$ cat src/rtl/sio_pkg.sv
// Shared definitions for the serial port register bank.
// Assumes an 8-bit host bus with 3-bit offsets.
package sio_pkg;
    localparam int DATA_W  = 8;
    localparam int ADDR_W  = 3;
    localparam int NUM_SRC = 4;
    localparam int NUM_MDM = 4;

    typedef enum logic [ADDR_W-1:0] {
        OFS_DATA  = 3'd0,
        OFS_IEN   = 3'd1,
        OFS_IID   = 3'd2,
        OFS_LCTL  = 3'd3,
        OFS_MCTL  = 3'd4,
        OFS_LSTAT = 3'd5,
        OFS_MSTAT = 3'd6,
        OFS_NONE  = 3'd7
    } reg_ofs_e;

    // Source index doubles as the identification code; higher wins.
    typedef enum logic [1:0] {
        SRC_MODEM = 2'd0,
        SRC_TXE   = 2'd1,
        SRC_RXD   = 2'd2,
        SRC_LINE  = 2'd3
    } irq_src_e;

    // Modem line index inside the status vector.
    localparam int MDM_CTS = 0;
    localparam int MDM_DSR = 1;
    localparam int MDM_RI  = 2;
    localparam int MDM_DCD = 3;
endpackage

$ cat src/rtl/sio_baud_gen.sv
// Rate tick generator: divides the clock by a programmable divisor.
// Assumes the divisor is static between writes; restart realigns the count.
// A divisor of zero holds the tick low.
module sio_baud_gen #(
    parameter int DIV_W = 16
) (
    input  logic             clk,
    input  logic             rst_n,
    input  logic [DIV_W-1:0] divisor_i,
    input  logic             restart_i,
    output logic             tick_o
);
    logic [DIV_W-1:0] cnt_q;

    // Count reference cycles and pulse on the last one of each period.
    always_ff @(posedge clk) begin
        if (!rst_n) begin
            cnt_q  <= '0;
            tick_o <= 1'b0;
        end else if (restart_i || divisor_i == '0) begin
            cnt_q  <= '0;
            tick_o <= 1'b0;
        end else if (cnt_q >= divisor_i - 1'b1) begin
            cnt_q  <= '0;
            tick_o <= 1'b1;
        end else begin
            cnt_q  <= cnt_q + 1'b1;
            tick_o <= 1'b0;
        end
    end
endmodule

$ cat src/rtl/sio_modem_stat.sv
// Modem status tracker: synchronizes the four modem inputs, detects
// changes (falling edge only for ring indicator) and holds sticky delta bits
// until a status read. Assumes inputs are asynchronous to clk.
module sio_modem_stat #(
    parameter int SYNC_STAGES = 2,
    parameter int LINES       = sio_pkg::NUM_MDM
) (
    input  logic             clk,
    input  logic             rst_n,
    input  logic [LINES-1:0] lines_i,
    input  logic             clr_i,
    output logic [2*LINES-1:0] status_o,
    output logic             delta_any_o
);
    logic [SYNC_STAGES-1:0][LINES-1:0] stg_q;
    logic [LINES-1:0] now, prev_q, chg, delta_q;

    // Shift the raw inputs through the synchronizer chain.
    always_ff @(posedge clk) begin
        if (!rst_n) begin
            stg_q <= '0;
        end else begin
            stg_q[0] <= lines_i;
            for (int i = 1; i < SYNC_STAGES; i++) begin
                stg_q[i] <= stg_q[i-1];
            end
        end
    end

    assign now = stg_q[SYNC_STAGES-1];

    // Per-line change detector; ring indicator reports only its trailing edge.
    for (genvar k = 0; k < LINES; k++) begin : g_chg
        if (k == sio_pkg::MDM_RI) begin : g_trail
            assign chg[k] = prev_q[k] & ~now[k];
        end else begin : g_any
            assign chg[k] = prev_q[k] ^ now[k];
        end
    end

    // Remember the last level and accumulate deltas; new changes beat a clear.
    always_ff @(posedge clk) begin
        if (!rst_n) begin
            prev_q  <= '0;
            delta_q <= '0;
        end else begin
            prev_q  <= now;
            delta_q <= (delta_q & ~{LINES{clr_i}}) | chg;
        end
    end

    assign status_o    = {now, delta_q};
    assign delta_any_o = |delta_q;
endmodule

$ cat src/rtl/sio_irq_arb.sv
// Fixed-priority interrupt arbiter: the highest-index pending source wins.
// Assumes requests are already masked by their enables.
module sio_irq_arb #(
    parameter int NUM_SRC = sio_pkg::NUM_SRC,
    localparam int ID_W   = $clog2(NUM_SRC)
) (
    input  logic [NUM_SRC-1:0] req_i,
    output logic [NUM_SRC-1:0] grant_o,
    output logic [ID_W-1:0]    id_o,
    output logic               pending_o
);
    // Scan upward so the last (highest) pending index overrides lower ones.
    always_comb begin
        grant_o = '0;
        id_o    = '0;
        for (int i = 0; i < NUM_SRC; i++) begin
            if (req_i[i]) begin
                grant_o    = '0;
                grant_o[i] = 1'b1;
                id_o       = ID_W'(i);
            end
        end
    end

    assign pending_o = |req_i;
endmodule

$ cat src/rtl/sio_regbank.sv
// Register bank of a programmable serial port. Decodes host accesses,
// holds divisor, format, enable and modem-control state, collects line
// and modem status and drives the gated interrupt. Assumes the shifter
// pulses rx_valid_i for one cycle per byte and consumes tx_push_o pulses.
module sio_regbank #(
    parameter int DIV_W       = 16,
    parameter int SYNC_STAGES = 2
) (
    input  logic       clk,
    input  logic       rst_n,
    input  logic [2:0] bus_addr,
    input  logic       bus_wr,
    input  logic       bus_rd,
    input  logic [7:0] bus_wdata,
    output logic [7:0] bus_rdata,
    input  logic       rx_valid_i,
    input  logic [7:0] rx_byte_i,
    input  logic       rx_parity_err_i,
    input  logic       rx_frame_err_i,
    input  logic       tx_hold_empty_i,
    output logic       tx_push_o,
    output logic [7:0] tx_data_o,
    output logic [6:0] fmt_o,
    output logic       baud_tick_o,
    input  logic       cts_i,
    input  logic       dsr_i,
    input  logic       dcd_i,
    input  logic       ri_i,
    output logic       dtr_o,
    output logic       rts_o,
    output logic       out1_o,
    output logic       out2_o,
    output logic       irq_o
);
    import sio_pkg::*;

    localparam int ID_W = $clog2(NUM_SRC);

    logic [7:0]       lcr_q;
    logic [3:0]       ier_q;
    logic [3:0]       mcr_q;
    logic [DIV_W-1:0] div_q;
    logic [7:0]       rbr_q;
    logic             dr_q, oe_q, pe_q, fe_q;
    logic             thre_pend_q, txe_prev_q;
    logic             bank;
    logic             wr_data, wr_ien, wr_dll, wr_dlm;
    logic             rd_data, rd_lsr, rd_msr, rd_iid;
    logic [7:0]       msr_val;
    logic             msr_delta_any;
    logic [NUM_SRC-1:0] req, grant;
    logic [ID_W-1:0]  iid;
    logic             ipend;
    logic             thre_set, thre_clr;

    // Access decode; the bank bit re-routes offsets 0 and 1.
    assign bank    = lcr_q[7];
    assign wr_data = bus_wr && bus_addr == OFS_DATA && !bank;
    assign wr_ien  = bus_wr && bus_addr == OFS_IEN  && !bank;
    assign wr_dll  = bus_wr && bus_addr == OFS_DATA &&  bank;
    assign wr_dlm  = bus_wr && bus_addr == OFS_IEN  &&  bank;
    assign rd_data = bus_rd && bus_addr == OFS_DATA && !bank;
    assign rd_lsr  = bus_rd && bus_addr == OFS_LSTAT;
    assign rd_msr  = bus_rd && bus_addr == OFS_MSTAT;
    assign rd_iid  = bus_rd && bus_addr == OFS_IID;

    // Host-writable configuration registers.
    always_ff @(posedge clk) begin
        if (!rst_n) begin
            lcr_q <= '0;
            ier_q <= '0;
            mcr_q <= '0;
            div_q <= '0;
        end else begin
            if (bus_wr && bus_addr == OFS_LCTL) lcr_q <= bus_wdata;
            if (bus_wr && bus_addr == OFS_MCTL) mcr_q <= bus_wdata[3:0];
            if (wr_ien) ier_q <= bus_wdata[3:0];
            if (wr_dll) div_q[7:0] <= bus_wdata;
            if (wr_dlm) div_q[DIV_W-1:8] <= bus_wdata[DIV_W-9:0];
        end
    end

    // Receive holding byte and line status flags; new events beat clears.
    always_ff @(posedge clk) begin
        if (!rst_n) begin
            rbr_q <= '0;
            dr_q  <= 1'b0;
            oe_q  <= 1'b0;
            pe_q  <= 1'b0;
            fe_q  <= 1'b0;
        end else begin
            if (rx_valid_i) begin
                rbr_q <= rx_byte_i;
                dr_q  <= 1'b1;
            end else if (rd_data) begin
                dr_q  <= 1'b0;
            end
            oe_q <= (oe_q & ~rd_lsr) | (rx_valid_i & dr_q & ~rd_data);
            pe_q <= (pe_q & ~rd_lsr) | (rx_valid_i & rx_parity_err_i);
            fe_q <= (fe_q & ~rd_lsr) | (rx_valid_i & rx_frame_err_i);
        end
    end

    // Transmit-empty interrupt set and clear events.
    assign thre_set = (tx_hold_empty_i && !txe_prev_q)
                   || (wr_ien && bus_wdata[1] && !ier_q[1] && tx_hold_empty_i);
    assign thre_clr = wr_data || (rd_iid && grant[SRC_TXE]);

    // Transmit push pulse, empty-edge history and pending transmit interrupt.
    always_ff @(posedge clk) begin
        if (!rst_n) begin
            tx_push_o   <= 1'b0;
            tx_data_o   <= '0;
            txe_prev_q  <= 1'b0;
            thre_pend_q <= 1'b0;
        end else begin
            tx_push_o  <= wr_data;
            if (wr_data) tx_data_o <= bus_wdata;
            txe_prev_q <= tx_hold_empty_i;
            if (thre_set) thre_pend_q <= 1'b1;
            else if (thre_clr) thre_pend_q <= 1'b0;
        end
    end

    sio_baud_gen #(.DIV_W(DIV_W)) u_baud (
        .clk       (clk),
        .rst_n     (rst_n),
        .divisor_i (div_q),
        .restart_i (wr_dll || wr_dlm),
        .tick_o    (baud_tick_o)
    );

    sio_modem_stat #(.SYNC_STAGES(SYNC_STAGES), .LINES(NUM_MDM)) u_mdm (
        .clk         (clk),
        .rst_n       (rst_n),
        .lines_i     ({dcd_i, ri_i, dsr_i, cts_i}),
        .clr_i       (rd_msr),
        .status_o    (msr_val),
        .delta_any_o (msr_delta_any)
    );

    // Masked interrupt requests, indexed by source code.
    always_comb begin
        req            = '0;
        req[SRC_LINE]  = ier_q[2] & (oe_q | pe_q | fe_q);
        req[SRC_RXD]   = ier_q[0] & dr_q;
        req[SRC_TXE]   = ier_q[1] & thre_pend_q;
        req[SRC_MODEM] = ier_q[3] & msr_delta_any;
    end

    sio_irq_arb #(.NUM_SRC(NUM_SRC)) u_arb (
        .req_i     (req),
        .grant_o   (grant),
        .id_o      (iid),
        .pending_o (ipend)
    );

    // Read multiplexer for the addressed register.
    always_comb begin
        bus_rdata = '0;
        case (bus_addr)
            OFS_DATA:  bus_rdata = bank ? div_q[7:0] : rbr_q;
            OFS_IEN:   bus_rdata = bank ? div_q[DIV_W-1:8] : {4'b0, ier_q};
            OFS_IID:   bus_rdata = {5'b0, iid, ~ipend};
            OFS_LCTL:  bus_rdata = lcr_q;
            OFS_MCTL:  bus_rdata = {4'b0, mcr_q};
            OFS_LSTAT: bus_rdata = {2'b0, tx_hold_empty_i, 1'b0, fe_q, pe_q, oe_q, dr_q};
            OFS_MSTAT: bus_rdata = msr_val;
            default:   bus_rdata = '0;
        endcase
    end

    assign fmt_o  = lcr_q[6:0];
    assign dtr_o  = mcr_q[0];
    assign rts_o  = mcr_q[1];
    assign out1_o = mcr_q[2];
    assign out2_o = mcr_q[3];
    assign irq_o  = ipend & mcr_q[3];
endmodule

$ cat config.mk
export PLATFORM = sky130hd
export DESIGN_NAME = sio_regbank
export DESIGN_NICKNAME = d
export VERILOG_FILES = /design/src/rtl/sio_pkg.sv /design/src/rtl/sio_baud_gen.sv /design/src/rtl/sio_modem_stat.sv /design/src/rtl/sio_irq_arb.sv /design/src/rtl/sio_regbank.sv
export SDC_FILE = /design/constraint.sdc
export NUM_CORES = 1
export LEC_CHECK = 0
export BUFFER_PORTS_ARGS = -buffer_cell sky130_fd_sc_hd__buf_2
export CAP_MARGIN = 30
export CORE_ASPECT_RATIO = 1.25
export CORE_UTILIZATION = 30
export DETAILED_ROUTE_END_ITERATION = 6
export GPL_TIMING_DRIVEN = 1
export SLEW_MARGIN = 5
export SYNTH_ARGS = -nofsm -noshare
export SYNTH_HDL_FRONTEND = slang
export SYNTH_HIERARCHICAL = 1
export SYNTH_SLANG_ARGS = --single-unit
$ cat constraint.sdc
create_clock -name clk -period 6.3 [get_ports clk]
set_input_delay 0.315 -clock clk [delete_from_list [all_inputs] [get_ports clk]]
set_output_delay 0.315 -clock clk [all_outputs]
set_load 0.02 [all_outputs]
==> impl_metrics.csv, run 1 <==
group,metric,value,unit
placed_design,port_buffers,60,
floorplanning,die_y,140,microns
drt,drtAntennaViolNets,0,
timing,fin_crit_sh,0.457,
floorplanning,core.rowCount,50,
timing,clock_skew,6.55,ps
global_routing,grt_pass1_vias,3955,
worst_setup_path,cpMaxStageDelayCell,"or4_4",
timing,rsz0062_at_grt,"false",
outcome,run_status,"complete, no violations",
floorplanning,initial_core_util,0.308,
global_routing,grt_util_met1,0.184,
clocking,cts_buffer_depth,2,
drt,drc,0,
power,p_leak,2.05,nW
timing,timing.fmax,347,MHz
final_layout,fin_util,0.350,
global_routing,grt_pass1_wl,20400,microns
final_layout,fin_nets,614,
floorplanning,io_pins,61,
power,p_per_area,235,nW/um^2
timing,min_period,2880,ps
global_routing,grt-ovfl-total,0,
timing,hold_viol_final,0,
worst_setup_path,startpoint_type,"register",
synthesis,syn_inst,531,
clocking,clkLatencyLatePin,350,ps
worst_setup_path,critPathMaxStageDelay,570,ps
synthesis,syn-cell-area,4600,sq um
global_routing,grt.total_usage,0.166,
worst_setup_path,crit_path_end_kind,"register",
synthesis,ys_warn_count,6,
clocking,tritoncts,"yes",
clocking,cts_resized,0,
worst_setup_path,critical_path_class,"register to register",
worst_setup_path,crit_required,6540,ps
power,ir_worst_vdd,166,uV
clocking,cts_setup_buffers,0,
timing,worst_pin_slew,961,ps
drt,wl_per_cell,16.5,microns
placed_design,place_inst,736,
timing,tns,0,ps
placed_design,placed_area,4920,sq um
final_layout,antenna_cells,0,
synthesis,avgSynthCellArea,8.66,sq um
drt,initialDrtViolationCount,306,
clocking,cts_max_level,3,
drt,drt_pre_antenna_iters,4,
clocking,hold_buffers,0,
worst_setup_path,cp_cell_sequence,"or4_4 -> or3_1 -> nor3_1 -> xnor2_1 -> ha_1 -> nand4_1 -> nor3_1 -> nand3b_1 -> and3b_1 -> and3_1",
floorplanning,die_x,113,microns
clocking,cts.sinks,88,
timing,finalSetupViolCount,0,
timing,whs,170,ps
global_routing,antenna_found_initial,0,
floorplanning,core,15000,sq um
placed_design,gp_congestion,0.874,
timing,drv_slew,0,
flow_run,max_cap_viol_count,0,
clocking,cts_buffers,9,
final_layout,final_area,5230,sq um
global_routing,use_met2,0.298,
worst_setup_path,arrival,3120,ps
global_routing,grt-busiest-layer,"met2",
drt,wl,12400,microns
synthesis,synth_nets,580,
worst_setup_path,crit_top_cell,"nor3_1",
clocking,clkTransAtPathRegs,60,ps
global_routing,grt_max_degree,41,
drt,vias_per_cell,5.25,
floorplanning,die_area,15800,sq um
timing,slew_headroom,0.358,
global_routing,met3_usage,0.0394,
final_layout,final_layout_size_suffix_gt1_frac,0.163,
final_layout,syn_to_final_growth,13.7,%
worst_setup_path,path_max_fanout,7,
placed_design,hpwl,9310,microns
worst_hold_path,min_path_type,"input pin to register",
drt,vias,3945,
clocking,cts-root-buf,"clkbuf_16",
final_layout,stdcell_count,752,
==> through the flow <==
step / setup WS [ps] / total power (W)
final: 3420 / 0.00123
after global routing: 3150 / 0.00128
after CTS: 3370 / 0.00124
after detailed placement: 3420 / 0.000693
after global placement: 3450 / 0.000691
after floorplan: 3580 / 0.000658
==> report_power, final <==
group | total, W | internal [W] | switching, W | leakage (nW)
logic | 0.0000990 | 0.0000376 | 0.0000614 | 1.19
registers | 0.000581 | 0.000570 | 0.0000108 | 0.715
clock network | 0.000549 | 0.000319 | 0.000229 | 0.145
total | 0.00123 | 0.000927 | 0.000301 | 2.05
==> path summary, 6_finish.rpt <==
path | start | to | slack (ps) | cells past startpoint
worst min-delay path | cts_i | u_mdm/stg_q[0] | 170 | 2
worst min register to register | u_mdm/stg_q[2] | u_mdm/now[2] | 430 | 1
worst max register to register | div_q[5] | u_baud/cnt_q[1] | 3420 | 10
worst max-delay path | div_q[5] | u_baud/cnt_q[1] | 3420 | 10
==> layout make-up <==
type                       count  area, sq um
timing repair buffer          62          315
sequential                    88         1760
multi-input combinational    389         2560
fill                        1524         9730
clock buffer                  10          239
tap                          182          228
clock inverter                 6         67.6
inverter                      15         56.3
==> routing by layer <==
metal  vias up  wire length (microns)
met1      1895                   5070
met5         -                      0
met2       100                   6510
li1       1928                      -
met3        22                    540
met4         0                    323
==> critical path: cells and delay by family, from the launching register on <==
family | cells | cell delay [ps]
DFF | 1 | 370
and+or+nand+nor | 8 | 2030
xor gates and xnor gates | 1 | 100
adders and majority gates | 1 | 270
==> sequential cells by signal, summed over array words and instances, names as in the netlist, 4 cells and up <==
signal         count
div_q             16
u_baud/cnt_q      16
lcr_q              8
rbr_q              8
tx_data_o          8
ier_q              4
mcr_q              4
u_mdm/delta_q      4
u_mdm/now          4
u_mdm/prev_q       4
u_mdm/stg_q        4
==> cells in the final DEF, fill, tap and decap left out, types with 3 or more instances in the layout <==
cell and n:
and3b_1 3, nand3_1 40, ha_1 18, inv_1 13, o31a_1 5, nand3b_1 6, or3_1 3, nor4_1 3
a22oi_1 3, and2_1 16, dfxtp_1 88, xor2_1 12, a21boi_0 4, a21oi_1 46, o21ai_0 35, and3_1 6
nand2_1 35, mux2i_1 22, xnor2_1 19, nor2b_1 7, buf_2 60, clkbuf_16 9, o21a_1 3, mux2_2 4
nor3_1 10, nor2_1 41, nand2b_1 7
No activity file was read; power rests on OpenSTA's default activity.
==> run 2, diff against run 1 <==
==> constraint.sdc (replaced) <==
create_clock -name clk -period 2.6 [get_ports clk]
set_input_delay 0.13 -clock clk [delete_from_list [all_inputs] [get_ports clk]]
set_output_delay 0.13 -clock clk [all_outputs]
set_load 0.02 [all_outputs]
==> run 2 against run 1 <==
Via count up 2.3%. Non-clock buffer count up 21. The run now ends with negative setup slack left. Clock-buffer cell count unchanged. Sequential share of layout area down 1.7 points. Critical path type unchanged. Total power rose to 2.6 times the previous value. Global-route usage up 0.29 points. Sequential cell count unchanged. Register-to-register slack worse by 3500 ps. Clock skew up 1.2 ps. Die area unchanged. Wire length up 4.1%.
==> impl_metrics.csv, run 2 (synthesis results as in run 1) <==
group,metric,value,unit
clocking,cts_buffer_depth,2,
clocking,clkTransAtPathRegs,70,ps
timing,fin_crit_sh,1.05,
clocking,cts_buffers,9,
worst_setup_path,startpoint_type,"register",
floorplanning,core,15000,sq um
floorplanning,io_pins,61,
drt,drtAntennaViolNets,0,
timing,rsz0062_at_grt,"true",
drt,drt_pre_antenna_iters,5,
final_layout,fin_util,0.369,
outcome,run_status,"complete, but fails checks",
floorplanning,die_x,113,microns
final_layout,layout_common_cells,"dfxtp_1, buf_2, a21oi_1, nor2_1, nand3_1",
floorplanning,core.rowCount,50,
flow_run,max_cap_viol_count,0,
placed_design,gp_congestion,0.859,
worst_hold_path,min_path_type,"input pin to register",
drt,vias_per_cell,5.22,
final_layout,antenna_cells,0,
floorplanning,die_area,15800,sq um
final_layout,syn_to_final_growth,20.1,%
global_routing,grt_pass1_wl,20800,microns
clocking,clkLatencyLatePin,350,ps
global_routing,use_met2,0.298,
worst_setup_path,critical_path_class,"register to register",
drt,initialDrtViolationCount,253,
drt,vias,4037,
outcome,violations,"negative setup slack",
timing,tns,-1650,ps
worst_setup_path,path_max_fanout,8,
drt,drc,0,
final_layout,stdcell_count,774,
final_layout,fin_nets,636,
placed_design,place_inst,751,
placed_design,port_buffers,60,
power,p_per_area,578,nW/um^2
timing,finalSetupViolCount,17,
floorplanning,die_y,140,microns
final_layout,reg_top3,"div_q (16), u_baud/cnt_q (16)",
final_layout,final_layout_size_suffix_gt1_frac,0.208,
global_routing,grt-ovfl-total,0,
drt,wl,13000,microns
clocking,cts.sinks,88,
timing,hold_viol_final,0,
worst_setup_path,crit_path_end_kind,"register",
global_routing,met3_usage,0.0290,
power,p_leak,2.19,nW
global_routing,antenna_found_initial,0,
worst_setup_path,crit_required,2840,ps
final_layout,final_common_cell,"dfxtp_1",
timing,clock_skew,7.79,ps
global_routing,grt.total_usage,0.169,
timing,worst_pin_slew,733,ps
floorplanning,initial_core_util,0.308,
timing,timing.fmax,368,MHz
timing,min_period,2720,ps
placed_design,hpwl,9530,microns
global_routing,grt_util_met1,0.195,
global_routing,grt_max_degree,41,
clocking,cts_max_level,3,
global_routing,grt-busiest-layer,"met2",
power,ir_worst_vdd,323,uV
global_routing,grt_pass1_vias,4003,
timing,slew_headroom,0.511,
timing,setup_ws,-119,ps
worst_setup_path,arrival,2960,ps
timing,drv_slew,0,
drt,wl_per_cell,16.7,microns
clocking,cts-root-buf,"clkbuf_16",
clocking,tritoncts,"yes",
## run 2: final timing paths
check | start | endpoint | slack (ps) | cells past startpoint
max | div_q[5] | u_baud/cnt_q[11] | -120 | 11
min | rx_byte_i[2] | rbr_q[2] | 30 | 3
max reg2reg | div_q[5] | u_baud/cnt_q[11] | -120 | 11
min reg2reg | u_mdm/stg_q[3] | u_mdm/now[3] | 440 | 1
## run 2: final cells by class
class	instances	area, sq um
fillers	1501	9430
multi-input cells	390	2630
flip-flops and latches	88	1770
repair buffers	83	485
clock buffers	10	239
well taps	182	228
clock inverters	6	115
inverters	15	56.3
## run 2: where the power goes
group	switching [W]	internal, W
logic	0.000157	0.000102
clock network	0.000551	0.000972
registers	0.0000264	0.00138
## run 2: through the flow
step / total power (W) / setup WS [ps] / area, sq um / hold WS (ps)
floorplan: 0.00159 / 0.00999 / 4610 / 242
global placement: 0.00168 / -28.9 / 5040 / 342
detailed placement: 0.00169 / -106 / 5040 / 342
CTS: 0.00322 / -85.0 / 5490 / 17.6
global route: 0.00329 / -281 / 5520 / 34.0
finish: 0.00319 / -119 / 5520 / 31.2
## run 2: worst max-delay path, stage by stage, from the launching register on
cell      delay (ps)
dfxtp_2          320
or4_4            540
or3_4            360
nor3_4           170
xnor2_1           80
ha_1             280
nand4_1          130
nor3_2           190
nand3b_1         150
buf_4            170
nand4b_4         150
nor2_1            80
## run 2: timing repair
| action | in CTS | in global routing |
|---|---|---|
| endpoints found under the hold margin | 4 | 0 |
| setup endpoints to repair | 18 | 18 |
| hold buffers | 4 | 0 |
| cloned | 1 | 0 |
| pin swaps | 0 | 5 |
| setup buffers | 2 | 0 |
| gates resized for setup | 6 | 10 |
## run 2: metal layers
metal  routed length [microns]  vias up  part of all wire
met3                       401       27             0.031
met4                       449        0             0.035
met1                      5430     1944              0.42
met2                      6670       91              0.51
met5                         0        -                 0
li1                          -     1975                 -
==> run 3, diff against run 2 <==
--- a/config.mk
+++ b/config.mk
@@ -11,6 +11,7 @@
 export CORE_UTILIZATION = 30
 export DETAILED_ROUTE_END_ITERATION = 6
 export GPL_TIMING_DRIVEN = 1
+export RECOVER_POWER = 50
 export SLEW_MARGIN = 5
 export SYNTH_ARGS = -nofsm -noshare
 export SYNTH_HDL_FRONTEND = slang
==> run 3 against run 2 <==
Critical endpoint unchanged. The flow still finishes with violations (negative setup slack). Via count shrank 0.69%. Register-to-register slack is essentially flat. Final cell count stayed put. Core utilization down 0.21 points.
==> impl_metrics.csv, run 3 (synthesis results as in run 1) <==
group,metric,value,unit
floorplanning,die_area,15800,sq um
final_layout,antenna_cells,0,
placed_design,gp_congestion,0.859,
global_routing,grt_max_degree,41,
outcome,run_status,"complete, but fails checks",
clocking,clkTransAtPathRegs,70,ps
final_layout,fillers,1514,
worst_setup_path,cp_cell_sequence,"or4_4 -> or3_4 -> nor3_4 -> xnor2_1 -> ha_1 -> nand4_1 -> nor3_2 -> nand3b_1 -> buf_4 -> nand4b_4 -> nor2_1",
global_routing,antenna_found_initial,0,
final_layout,fin_nets,636,
global_routing,grt.total_usage,0.169,
timing,drv_slew,0,
floorplanning,core,15000,sq um
placed_design,placed_area,5040,sq um
drt,initialDrtViolationCount,254,
final_layout,final_common_cell,"dfxtp_1",
placed_design,post-place-ws,-106,ps
final_layout,syn_to_final_growth,19.4,%
global_routing,grt_pass1_vias,4003,
worst_setup_path,arrival,2960,ps
floorplanning,initial_core_util,0.308,
drt,vias,4009,
timing,setup_ws,-119,ps
floorplanning,core.rowCount,50,
final_layout,reg_top3,"div_q (16), u_baud/cnt_q (16)",
timing,min_period,2720,ps
timing,hold_viol_final,0,
power,p_leak,2.09,nW
power,ir_worst_vdd,325,uV
clocking,cts.sinks,88,
final_layout,fin_util,0.367,
final_layout,layout_common_cells,"dfxtp_1, a21oi_1, nor2_1, nand3_1, buf_2",
global_routing,grt_pass1_wl,20800,microns
clocking,cts_buffer_depth,2,
clocking,cts_max_level,3,
worst_setup_path,crit_path_end_kind,"register",
worst_setup_path,reg2reg_slack,-120,ps
timing,slew_headroom,0.410,
clocking,cts_buffers,9,
final_layout,final_area,5490,sq um
worst_setup_path,startpoint_type,"register",
worst_hold_path,min_path_type,"input pin to register",
clocking,clkLatencyLatePin,350,ps
placed_design,hpwl,9530,microns
worst_setup_path,crit_required,2840,ps
clocking,tritoncts,"yes",
timing,timing.fmax,368,MHz
worst_setup_path,path_max_fanout,8,
drt,drt_pre_antenna_iters,4,
power,p_per_area,581,nW/um^2
floorplanning,die_x,113,microns
drt,vias_per_cell,5.18,
drt,drc,0,
clocking,cts-root-buf,"clkbuf_16",
timing,fin_crit_sh,1.05,
outcome,violations,"negative setup slack",
timing,rsz0062_at_grt,"true",
timing,worst_pin_slew,885,ps
worst_setup_path,cpMaxStageDelayCell,"or4_4",
timing,clock_skew,8.03,ps
floorplanning,io_pins,61,
worst_setup_path,critical_path_class,"register to register",
drt,drtAntennaViolNets,0,
placed_design,port_buffers,60,
drt,wl,13000,microns
global_routing,grt-ovfl-total,0,
drt,wl_per_cell,16.8,microns
flow_run,max_cap_viol_count,0,
final_layout,final_layout_size_suffix_gt1_frac,0.169,
floorplanning,die_y,140,microns
worst_setup_path,critPathMaxStageDelay,540,ps
timing,finalSetupViolCount,17,
-- run 3: power breakdown --
| part | switching [W] | internal [W] |
|---|---|---|
| Clock | 0.000553 | 0.000972 |
| Sequential | 0.0000264 | 0.00138 |
| Combinational | 0.000158 | 0.0000988 |
-- run 3: what timing repair did --
item / CTS / global route
setup endpoints to repair: 18 / 18
hold endpoints to repair: 4 / 0
hold buffers: 4 / 0
buffers inserted: 2 / 0
gates resized for setup: 6 / 10
gates cloned: 1 / 0
pin swaps: 0 / 5
-- run 3: final cells by class --
| class | instances | area, sq um | area share |
|---|---|---|---|
| Multi-Input combinational cell | 390 | 2630 | 0.479 |
| Timing Repair Buffer | 83 | 454 | 0.0827 |
| Clock buffer | 10 | 239 | 0.0435 |
| Inverter | 15 | 56.3 | 0.0103 |
| Tap cell | 182 | 228 | 0.0415 |
| Clock inverter | 6 | 115 | 0.0210 |
| Sequential cell | 88 | 1770 | 0.322 |
-- run 3: path summary, 6_finish.rpt --
check / cells after the start / end / startpoint
worst min-delay path: 3 / rbr_q[2] / rx_byte_i[2]
worst max-delay path: 11 / u_baud/cnt_q[11] / div_q[5]
worst max register to register: 11 / u_baud/cnt_q[11] / div_q[5]
worst min register to register: 1 / u_mdm/now[3] / u_mdm/stg_q[3]
-- run 3: routing by layer --
| layer | share of wire | track usage |
|---|---|---|
| met4 | 0.035 | 0.0842 |
| met2 | 0.51 | 0.298 |
| met3 | 0.033 | 0.0290 |
| met1 | 0.42 | 0.195 |
| met5 | 0 | 0 |
-- run 3: metrics by stage --
step / TNS, ps / hold WS (ps) / std cells / total power, W
after floorplan: 0 / 242 / 531 / 0.00159
after global placement: -397 / 342 / 751 / 0.00168
after detailed placement: -1320 / 342 / 751 / 0.00169
after CTS: -1160 / 17.6 / 774 / 0.00322
after global routing: -4480 / 34.0 / 774 / 0.00329
final: -1650 / 33.0 / 774 / 0.00319
-- run 3: worst max-delay path: cells and delay by family (launching register included) --
kind,cells,cell delay [ps]
AND/OR/NAND/NOR,8,1770
flip-flops,1,320
adder cells (fa/ha/maj),1,280
buffers and inverters,1,170
XOR/XNOR,1,80
